==> src/rtl/clkfan_pkg.sv <==
package clkfan_pkg;

    localparam int NUM_OUTS = 13;
    localparam int NUM_REGS = 3;
    localparam int IDXW     = 4;

    localparam logic [6:0] DEV_ADDR   = 7'b1101001;
    localparam logic [7:0] COUNT_BYTE = 8'h09;

    typedef enum logic [2:0] {
        BS_IDLE,
        BS_ADDR,
        BS_RX,
        BS_RXACK,
        BS_TX,
        BS_TXACK
    } bus_state_e;

    typedef struct packed {
        logic            is_rd;
        logic [1:0]      hdr;
        logic [IDXW-1:0] idx;
    } xfer_t;

    typedef struct packed {
        logic            we;
        logic [IDXW-1:0] idx;
        logic [7:0]      data;
    } wr_req_t;

    function automatic logic [NUM_OUTS-1:0] map_enables(input logic [NUM_REGS*8-1:0] bank);
        logic [7:0] b0, b1, b2;
        b0 = bank[7:0];
        b1 = bank[15:8];
        b2 = bank[23:16];
        return {b2[6], b1[7:4], b1[1:0], b0[7:6], b0[3:0]};
    endfunction

endpackage

==> src/rtl/clkfan_sync.sv <==
module clkfan_sync #(
    parameter int W           = 2,
    parameter int SYNC_STAGES = 2,
    parameter int FILT_LEN    = 3
) (
    input  logic         clk,
    input  logic         rst,
    input  logic [W-1:0] raw,
    output logic [W-1:0] clean
);
    localparam int CW = $clog2(FILT_LEN + 1);

    for (genvar g = 0; g < W; g++) begin : g_line
        logic [SYNC_STAGES-1:0] stg;
        logic [CW-1:0]          run;
        logic                   lvl;

        always_ff @(posedge clk) begin
            if (rst) begin
                stg <= '1;
                run <= '0;
                lvl <= 1'b1;
            end else begin
                stg <= {stg[SYNC_STAGES-2:0], raw[g]};
                if (stg[SYNC_STAGES-1] == lvl) begin
                    run <= '0;
                end else if (run == CW'(FILT_LEN - 1)) begin
                    run <= '0;
                    lvl <= stg[SYNC_STAGES-1];
                end else begin
                    run <= run + CW'(1);
                end
            end
        end

        assign clean[g] = lvl;
    end

endmodule

==> src/rtl/clkfan_serial.sv <==
module clkfan_serial
    import clkfan_pkg::*;
(
    input  logic            clk,
    input  logic            rst,
    input  logic            scl_f,
    input  logic            sda_f,
    input  logic [7:0]      rd_data,
    output logic [IDXW-1:0] rd_idx,
    output wr_req_t         wr,
    output logic            sda_oe
);
    localparam logic [IDXW-1:0] NREG_I = IDXW'(NUM_REGS);

    bus_state_e st;
    xfer_t      x;
    logic [3:0] cnt;
    logic [7:0] sr;
    logic       scl_q, sda_q, mack;
    logic       rise, fall, start_c, stop_c;
    logic [7:0] next_tx;

    assign rise    = scl_f & ~scl_q;
    assign fall    = ~scl_f & scl_q;
    assign start_c = scl_f & scl_q & sda_q & ~sda_f;
    assign stop_c  = scl_f & scl_q & ~sda_q & sda_f;
    assign next_tx = (x.hdr == 2'd0) ? COUNT_BYTE : rd_data;
    assign rd_idx  = x.idx;

    always_ff @(posedge clk) begin
        if (rst) begin
            st     <= BS_IDLE;
            x      <= '0;
            cnt    <= '0;
            sr     <= '0;
            scl_q  <= 1'b1;
            sda_q  <= 1'b1;
            mack   <= 1'b0;
            wr     <= '0;
            sda_oe <= 1'b0;
        end else begin
            scl_q <= scl_f;
            sda_q <= sda_f;
            wr.we <= 1'b0;
            if (start_c) begin
                st     <= BS_ADDR;
                x      <= '0;
                cnt    <= '0;
                sda_oe <= 1'b0;
            end else if (stop_c) begin
                st     <= BS_IDLE;
                sda_oe <= 1'b0;
            end else begin
                case (st)
                    BS_ADDR, BS_RX: begin
                        if (rise) begin
                            sr  <= {sr[6:0], sda_f};
                            cnt <= cnt + 4'd1;
                        end else if (fall && cnt == 4'd8) begin
                            cnt <= '0;
                            if (st == BS_ADDR) begin
                                if (sr[7:1] == DEV_ADDR) begin
                                    sda_oe  <= 1'b1;
                                    x.is_rd <= sr[0];
                                    st      <= BS_RXACK;
                                end else begin
                                    st <= BS_IDLE;
                                end
                            end else begin
                                sda_oe <= 1'b1;
                                st     <= BS_RXACK;
                                if (x.hdr != 2'd2) begin
                                    x.hdr <= x.hdr + 2'd1;
                                end else begin
                                    if (x.idx < NREG_I) begin
                                        wr <= '{we: 1'b1, idx: x.idx, data: sr};
                                    end
                                    if (x.idx != '1) x.idx <= x.idx + IDXW'(1);
                                end
                            end
                        end
                    end
                    BS_RXACK: begin
                        if (fall) begin
                            if (x.is_rd) begin
                                sr     <= next_tx;
                                sda_oe <= ~next_tx[7];
                                cnt    <= '0;
                                st     <= BS_TX;
                                if (x.hdr == 2'd0) x.hdr <= 2'd1;
                                else if (x.idx != '1) x.idx <= x.idx + IDXW'(1);
                            end else begin
                                sda_oe <= 1'b0;
                                st     <= BS_RX;
                            end
                        end
                    end
                    BS_TX: begin
                        if (fall) begin
                            if (cnt == 4'd7) begin
                                st     <= BS_TXACK;
                                sda_oe <= 1'b0;
                            end else begin
                                sr     <= {sr[6:0], 1'b0};
                                sda_oe <= ~sr[6];
                                cnt    <= cnt + 4'd1;
                            end
                        end
                    end
                    BS_TXACK: begin
                        if (rise) begin
                            mack <= ~sda_f;
                        end else if (fall) begin
                            if (mack) begin
                                sr     <= next_tx;
                                sda_oe <= ~next_tx[7];
                                cnt    <= '0;
                                st     <= BS_TX;
                                if (x.hdr == 2'd0) x.hdr <= 2'd1;
                                else if (x.idx != '1) x.idx <= x.idx + IDXW'(1);
                            end else begin
                                st <= BS_IDLE;
                            end
                        end
                    end
                    default: ;
                endcase
            end
        end
    end

    // drive on SDA only moves while SCL is low
    p_oe_moves_scl_low_r11: assert property (@(posedge clk) disable iff (rst)
        !$stable(sda_oe) |-> !scl_f);

    // host NACK ends the read with SDA released
    p_nack_release_r8: assert property (@(posedge clk) disable iff (rst)
        (st == BS_TXACK && fall && !mack && !start_c && !stop_c) |=> (st == BS_IDLE && !sda_oe));

    // a foreign address is never acknowledged
    p_foreign_addr_nack_r1: assert property (@(posedge clk) disable iff (rst)
        (st == BS_ADDR && fall && cnt == 4'd8 && sr[7:1] != DEV_ADDR) |=> !sda_oe);

endmodule

==> src/rtl/clkfan_regs.sv <==
module clkfan_regs
    import clkfan_pkg::*;
(
    input  logic                clk,
    input  logic                rst,
    input  wr_req_t             wr,
    input  logic [IDXW-1:0]     rd_idx,
    output logic [7:0]          rd_data,
    output logic [NUM_OUTS-1:0] en
);
    logic [NUM_REGS*8-1:0] bank;

    for (genvar r = 0; r < NUM_REGS; r++) begin : g_reg
        always_ff @(posedge clk) begin
            if (rst) begin
                bank[r*8 +: 8] <= 8'hFF;
            end else if (wr.we && wr.idx == IDXW'(r)) begin
                bank[r*8 +: 8] <= wr.data;
            end
        end
    end

    always_comb begin
        rd_data = 8'hFF;
        for (int i = 0; i < NUM_REGS; i++) begin
            if (rd_idx == IDXW'(i)) rd_data = bank[i*8 +: 8];
        end
    end

    assign en = map_enables(bank);

    // every output is enabled right after reset
    p_reset_all_on_r4: assert property (@(posedge clk) disable iff (rst)
        $fell(rst) |-> (&en));

    // a write to byte 0 shows up on outputs 3..0
    p_write_lands_r2: assert property (@(posedge clk) disable iff (rst)
        (wr.we && wr.idx == '0) |=> en[3:0] == $past(wr.data[3:0]));

    // a request beyond the bank leaves it untouched
    p_high_write_ignored_r7: assert property (@(posedge clk) disable iff (rst)
        (wr.we && wr.idx >= IDXW'(NUM_REGS)) |=> $stable(bank));

endmodule

==> src/rtl/clkfan_gate.sv <==
module clkfan_gate #(
    parameter int N = 13
) (
    input  logic         ref_clk,
    input  logic [N-1:0] en,
    output logic [N-1:0] clk_out
);
    for (genvar g = 0; g < N; g++) begin : g_and
        assign clk_out[g] = ref_clk & en[g];
    end
endmodule

==> src/rtl/clkfan_ctrl.sv <==
module clkfan_ctrl
    import clkfan_pkg::*;
#(
    parameter int SYNC_STAGES = 2,
    parameter int FILT_LEN    = 3
) (
    input  logic                clk,
    input  logic                rst,
    input  logic                scl_in,
    input  logic                sda_in,
    input  logic                ref_clk,
    output logic                sda_oe,
    output logic [NUM_OUTS-1:0] out_en,
    output logic [NUM_OUTS-1:0] clk_out
);
    logic [1:0]      clean;
    logic [7:0]      rd_data;
    logic [IDXW-1:0] rd_idx;
    wr_req_t         wr;

    clkfan_sync #(.W(2), .SYNC_STAGES(SYNC_STAGES), .FILT_LEN(FILT_LEN)) u_sync (
        .clk   (clk),
        .rst   (rst),
        .raw   ({scl_in, sda_in}),
        .clean (clean)
    );

    clkfan_serial u_serial (
        .clk     (clk),
        .rst     (rst),
        .scl_f   (clean[1]),
        .sda_f   (clean[0]),
        .rd_data (rd_data),
        .rd_idx  (rd_idx),
        .wr      (wr),
        .sda_oe  (sda_oe)
    );

    clkfan_regs u_regs (
        .clk     (clk),
        .rst     (rst),
        .wr      (wr),
        .rd_idx  (rd_idx),
        .rd_data (rd_data),
        .en      (out_en)
    );

    clkfan_gate #(.N(NUM_OUTS)) u_gate (
        .ref_clk (ref_clk),
        .en      (out_en),
        .clk_out (clk_out)
    );

endmodule

==> config.mk <==
export PLATFORM = sky130hd
export DESIGN_NAME = clkfan_ctrl
export DESIGN_NICKNAME = d
export VERILOG_FILES = /design/src/rtl/clkfan_pkg.sv /design/src/rtl/clkfan_sync.sv /design/src/rtl/clkfan_serial.sv /design/src/rtl/clkfan_regs.sv /design/src/rtl/clkfan_gate.sv /design/src/rtl/clkfan_ctrl.sv
export SDC_FILE = /design/constraint.sdc
export NUM_CORES = 1
export LEC_CHECK = 0
export BUFFER_PORTS_ARGS = -buffer_cell sky130_fd_sc_hd__buf_2
export CORE_MARGIN = 4
export CORE_UTILIZATION = 35
export DETAILED_ROUTE_END_ITERATION = 6
export HOLD_SLACK_MARGIN = 0.12
export SETUP_SLACK_MARGIN = 0.02
export SYNTH_ARGS = -nofsm -noshare
export SYNTH_HDL_FRONTEND = slang
export SYNTH_SLANG_ARGS = --single-unit
==> constraint.sdc <==
create_clock -name clk -period 3.5 [get_ports clk]
set_input_delay 0.175 -clock clk [delete_from_list [all_inputs] [get_ports clk]]
set_output_delay 0.175 -clock clk [all_outputs]
set_load 0.05 [all_outputs]
==> flow_metrics.py <==
metrics = {
    "outcome": {
        "status": "completed",
    },
    "global_routing": {
        "grt_pass1_wl_um": 15300,
        "antenna_found_initial": 0,
        "track_usage_pct": 14.79,
        "first_global_vias": 3070,
        "grt_max_degree": 33,
        "globalRouteOverflowTotal": 0,
    },
    "sta": {
        "slew_headroom_pct": 35.18,
        "max_freq_ghz": 0.3989,
        "setup_viol": 0,
        "worstMarginPinSlew_ns": 0.9712,
        "finalCritPeriodShare_pct": 71.63,
        "layout_setup_ws_ns": 0.9928,
        "finClkSkew_ns": 0.01491,
        "hold_viol_final": 0,
        "rsz0062_at_grt": "false",
        "drv_slew": 0,
        "finalCriticalPeriod_ns": 2.507,
        "tns_ns": 0,
        "holdWs_ns": 0.2592,
    },
    "logic_synthesis": {
        "synth_edf_count": 0,
        "synth-seq-cells": 73,
        "synth_xor_area_share_pct": 0.9287,
        "async_flop_share_pct": 0,
        "synthSimpleGateAreaFrac_pct": 28.59,
        "yosysUniqueCellTypes": 59,
        "syn_inst": 453,
        "synth_compound_area_share_pct": 16.35,
        "netlist_area_um2": 3772,
        "syn-num-nets": 468,
        "synth_top_family_by_area": "simple AND/OR/NAND/NOR gates",
        "ys_warn_count": 0,
        "ys.flop_type": "dfxtp_1",
        "synth_fa_ha_area_share_pct": 3.317,
        "muxShareOfSynthArea_pct": 5.572,
        "seq_area_frac_synth_pct": 38.74,
        "syn-mean-instance-area_um2": 8.328,
    },
    "placement": {
        "place_inst": 584,
        "gp_congestion": 0.8809,
        "port_buffers": 31,
        "dp.final_hpwl_um": 6470,
        "placed_area_um2": 3901,
        "dpl_worst_slack_ns": 1.050,
    },
    "floorplan": {
        "coreArea_um2": 10420,
        "die_area_um2": 12500,
        "top_level_ports": 32,
        "die_y_um": 111.8,
        "start_util_pct": 36.22,
        "rows": 37,
        "die_w_um": 111.8,
    },
    "cells_and_area": {
        "multiInputGateArea_um2": 2066,
        "area_growth_syn_to_layout_pct": 9.088,
        "fillers": 1049,
        "nets": 476,
        "seqCellArea_um2": 1461,
        "fin_cells": 602,
        "postLayoutCoreUtil_pct": 39.51,
        "layout-drive-gt1-share_pct": 13.30,
        "postLayoutCellArea_um2": 4115,
        "diodes": 0,
    },
    "critical_path": {
        "cp.required_ns": 3.78,
        "arrival_ns": 2.79,
        "endpoint_kind": "flip-flop",
        "cp_max_fo": 24,
        "crit_type": "reg2reg",
        "crit_path_start_kind": "flip-flop",
    },
    "flow_run": {
        "drv_cap": 0,
    },
    "route": {
        "vias": 3213,
        "drtAntennaViolNets": 0,
        "drt_iter0_drc": 178,
        "wl_um": 8875,
        "drtPass1Iterations": 4,
        "avgViaCountPerCell": 5.337,
        "routedWlPerCell_um": 14.74,
        "drcViolationCount": 0,
    },
    "power_and_ir_drop": {
        "total_power_mw": 1.572,
        "peakVddDrop_uv": 188.1,
        "p_leak_nw": 1.560,
        "power-per-cell-area_nw_per_um2": 381.9,
    },
    "clocking": {
        "cts.repair.resized": 0,
        "cts_tree": "done",
        "htreeDepth": 3,
        "clkLatencyLatePin_ns": 0.36,
        "cts_sinks": 73,
        "clock_path_buffers": 2,
        "cts_made_buffers": 9,
        "cts.clk_slew.worst_paths_ns": 0.09,
        "cts_setup_buffers": 0,
        "clockRootBuffer": "clkbuf_8",
    },
    "min_path": {
        "hold_path.class": "in2reg",
    },
}
## Yosys cell counts, types with 6 or more instances
cell type / n / area [um^2]
dfxtp_1: 73 / 1461
nand2_1: 60 / 225.2
nor2_1: 27 / 101.4
nand3_1: 26 / 130.1
a21oi_1: 23 / 115.1
mux2i_1: 21 / 210.2
o21ai_0: 19 / 95.09
and2_1: 16 / 100.1
clkbuf_1: 16 / 60.06
buf_4: 13 / 97.59
nor2b_1: 12 / 75.07
inv_1: 11 / 41.29
ha_1: 10 / 125.1
nor3b_1: 10 / 75.07
or2_2: 10 / 62.56
buf_2: 7 / 35.03
o211ai_1: 7 / 52.55
a22oi_1: 6 / 45.04
nor3_1: 6 / 30.03
## flip-flops by register name (all words and copies together), names as in the netlist
| signal | count |
|---|---|
| u_serial.sr | 8 |
| u_serial.scl_q | 1 |
| u_sync.g_line.stg | 4 |
| u_serial.st | 3 |
| u_serial.mack | 1 |
| u_serial.cnt | 4 |
| u_serial.sda_oe | 1 |
| u_sync.g_line.run | 4 |
| u_serial.x | 3 |
| u_sync.g_line.lvl | 2 |
| u_serial.sda_q | 1 |
| u_regs.bank | 11 |
| u_serial.rd_idx | 4 |
| u_regs.en | 13 |
| u_serial.wr | 13 |
## worst paths after layout
kind	from	to	slack, ns	depth (start not counted)
setup / recovery	u_serial.st[0]	u_serial.sr[7]	0.99	5
setup reg to reg	u_serial.st[0]	u_serial.sr[7]	0.99	5
hold / removal	rst	u_serial.wr[4]	0.26	2
hold reg to reg	u_sync.g_line[0].run[0]	u_sync.g_line[0].run[0]	0.41	1
## repair_timing
item	CTS	global route
hold buffers	2	0
endpoints found under the hold margin	2	0
setup endpoints to repair	0	0
## layer usage
layer | routed length, um | up-vias | global-route usage (%)
li1 | - | 1622 | -
met1 | 4136 | 1477 | 19.45
met2 | 4046 | 98 | 23.50
met3 | 517 | 16 | 4.239
met4 | 175 | 0 | 4.542
met5 | 0 | - | 0
## power breakdown
part | total (mW) | switching, mW | internal, mW | leakage (nW)
clock | 0.666 | 0.333 | 0.332 | 0.101
combinational | 0.0705 | 0.0527 | 0.0178 | 0.869
sequential | 0.835 | 0.00230 | 0.833 | 0.590
## area by class of cell
class                           count  area share (%)
Clock inverter                      6           1.611
Timing Repair Buffer               34           4.439
Inverter                           11           1.003
Tap cell                          136           4.135
Multi-Input combinational cell    332           50.20
Sequential cell                    73           35.51
Clock buffer                       10           3.101
## worst max-delay path: stages (launching register included)
cell	delay, ns
dfxtp_1	0.81
inv_1	0.32
and3_1	0.25
a211o_1	0.38
or4_1	0.54
a21oi_1	0.14
## cells by family after synthesis
group                    after synthesis
AO/OA/AOI/OAI                         92
XOR/XNOR                               4
adder cells (fa/ha/maj)               10
buffers and inverters                 48
flip-flops                            73
multiplexers                          21
AND/OR/NAND/NOR                      205
## placed cells by master, fill, tap and decap left out, types with 4 or more instances in the layout
| cell type | instances |
|---|---|
| dfxtp_1 | 73 |
| nand2_1 | 60 |
| buf_2 | 31 |
| nor2_1 | 27 |
| nand3_1 | 26 |
| a21oi_1 | 23 |
| mux2i_1 | 21 |
| o21ai_0 | 19 |
| and2_1 | 16 |
| nor2b_1 | 12 |
| inv_1 | 11 |
| nor3b_1 | 10 |
| or2_2 | 10 |
| ha_1 | 10 |
| clkbuf_8 | 9 |
| o211ai_1 | 7 |
| nor3_1 | 6 |
| a22oi_1 | 6 |
| o311ai_0 | 5 |
| a311oi_1 | 5 |
| nand4_1 | 5 |
| and3b_1 | 4 |
| nand2b_1 | 4 |
(Power assumes the default switching activity.)
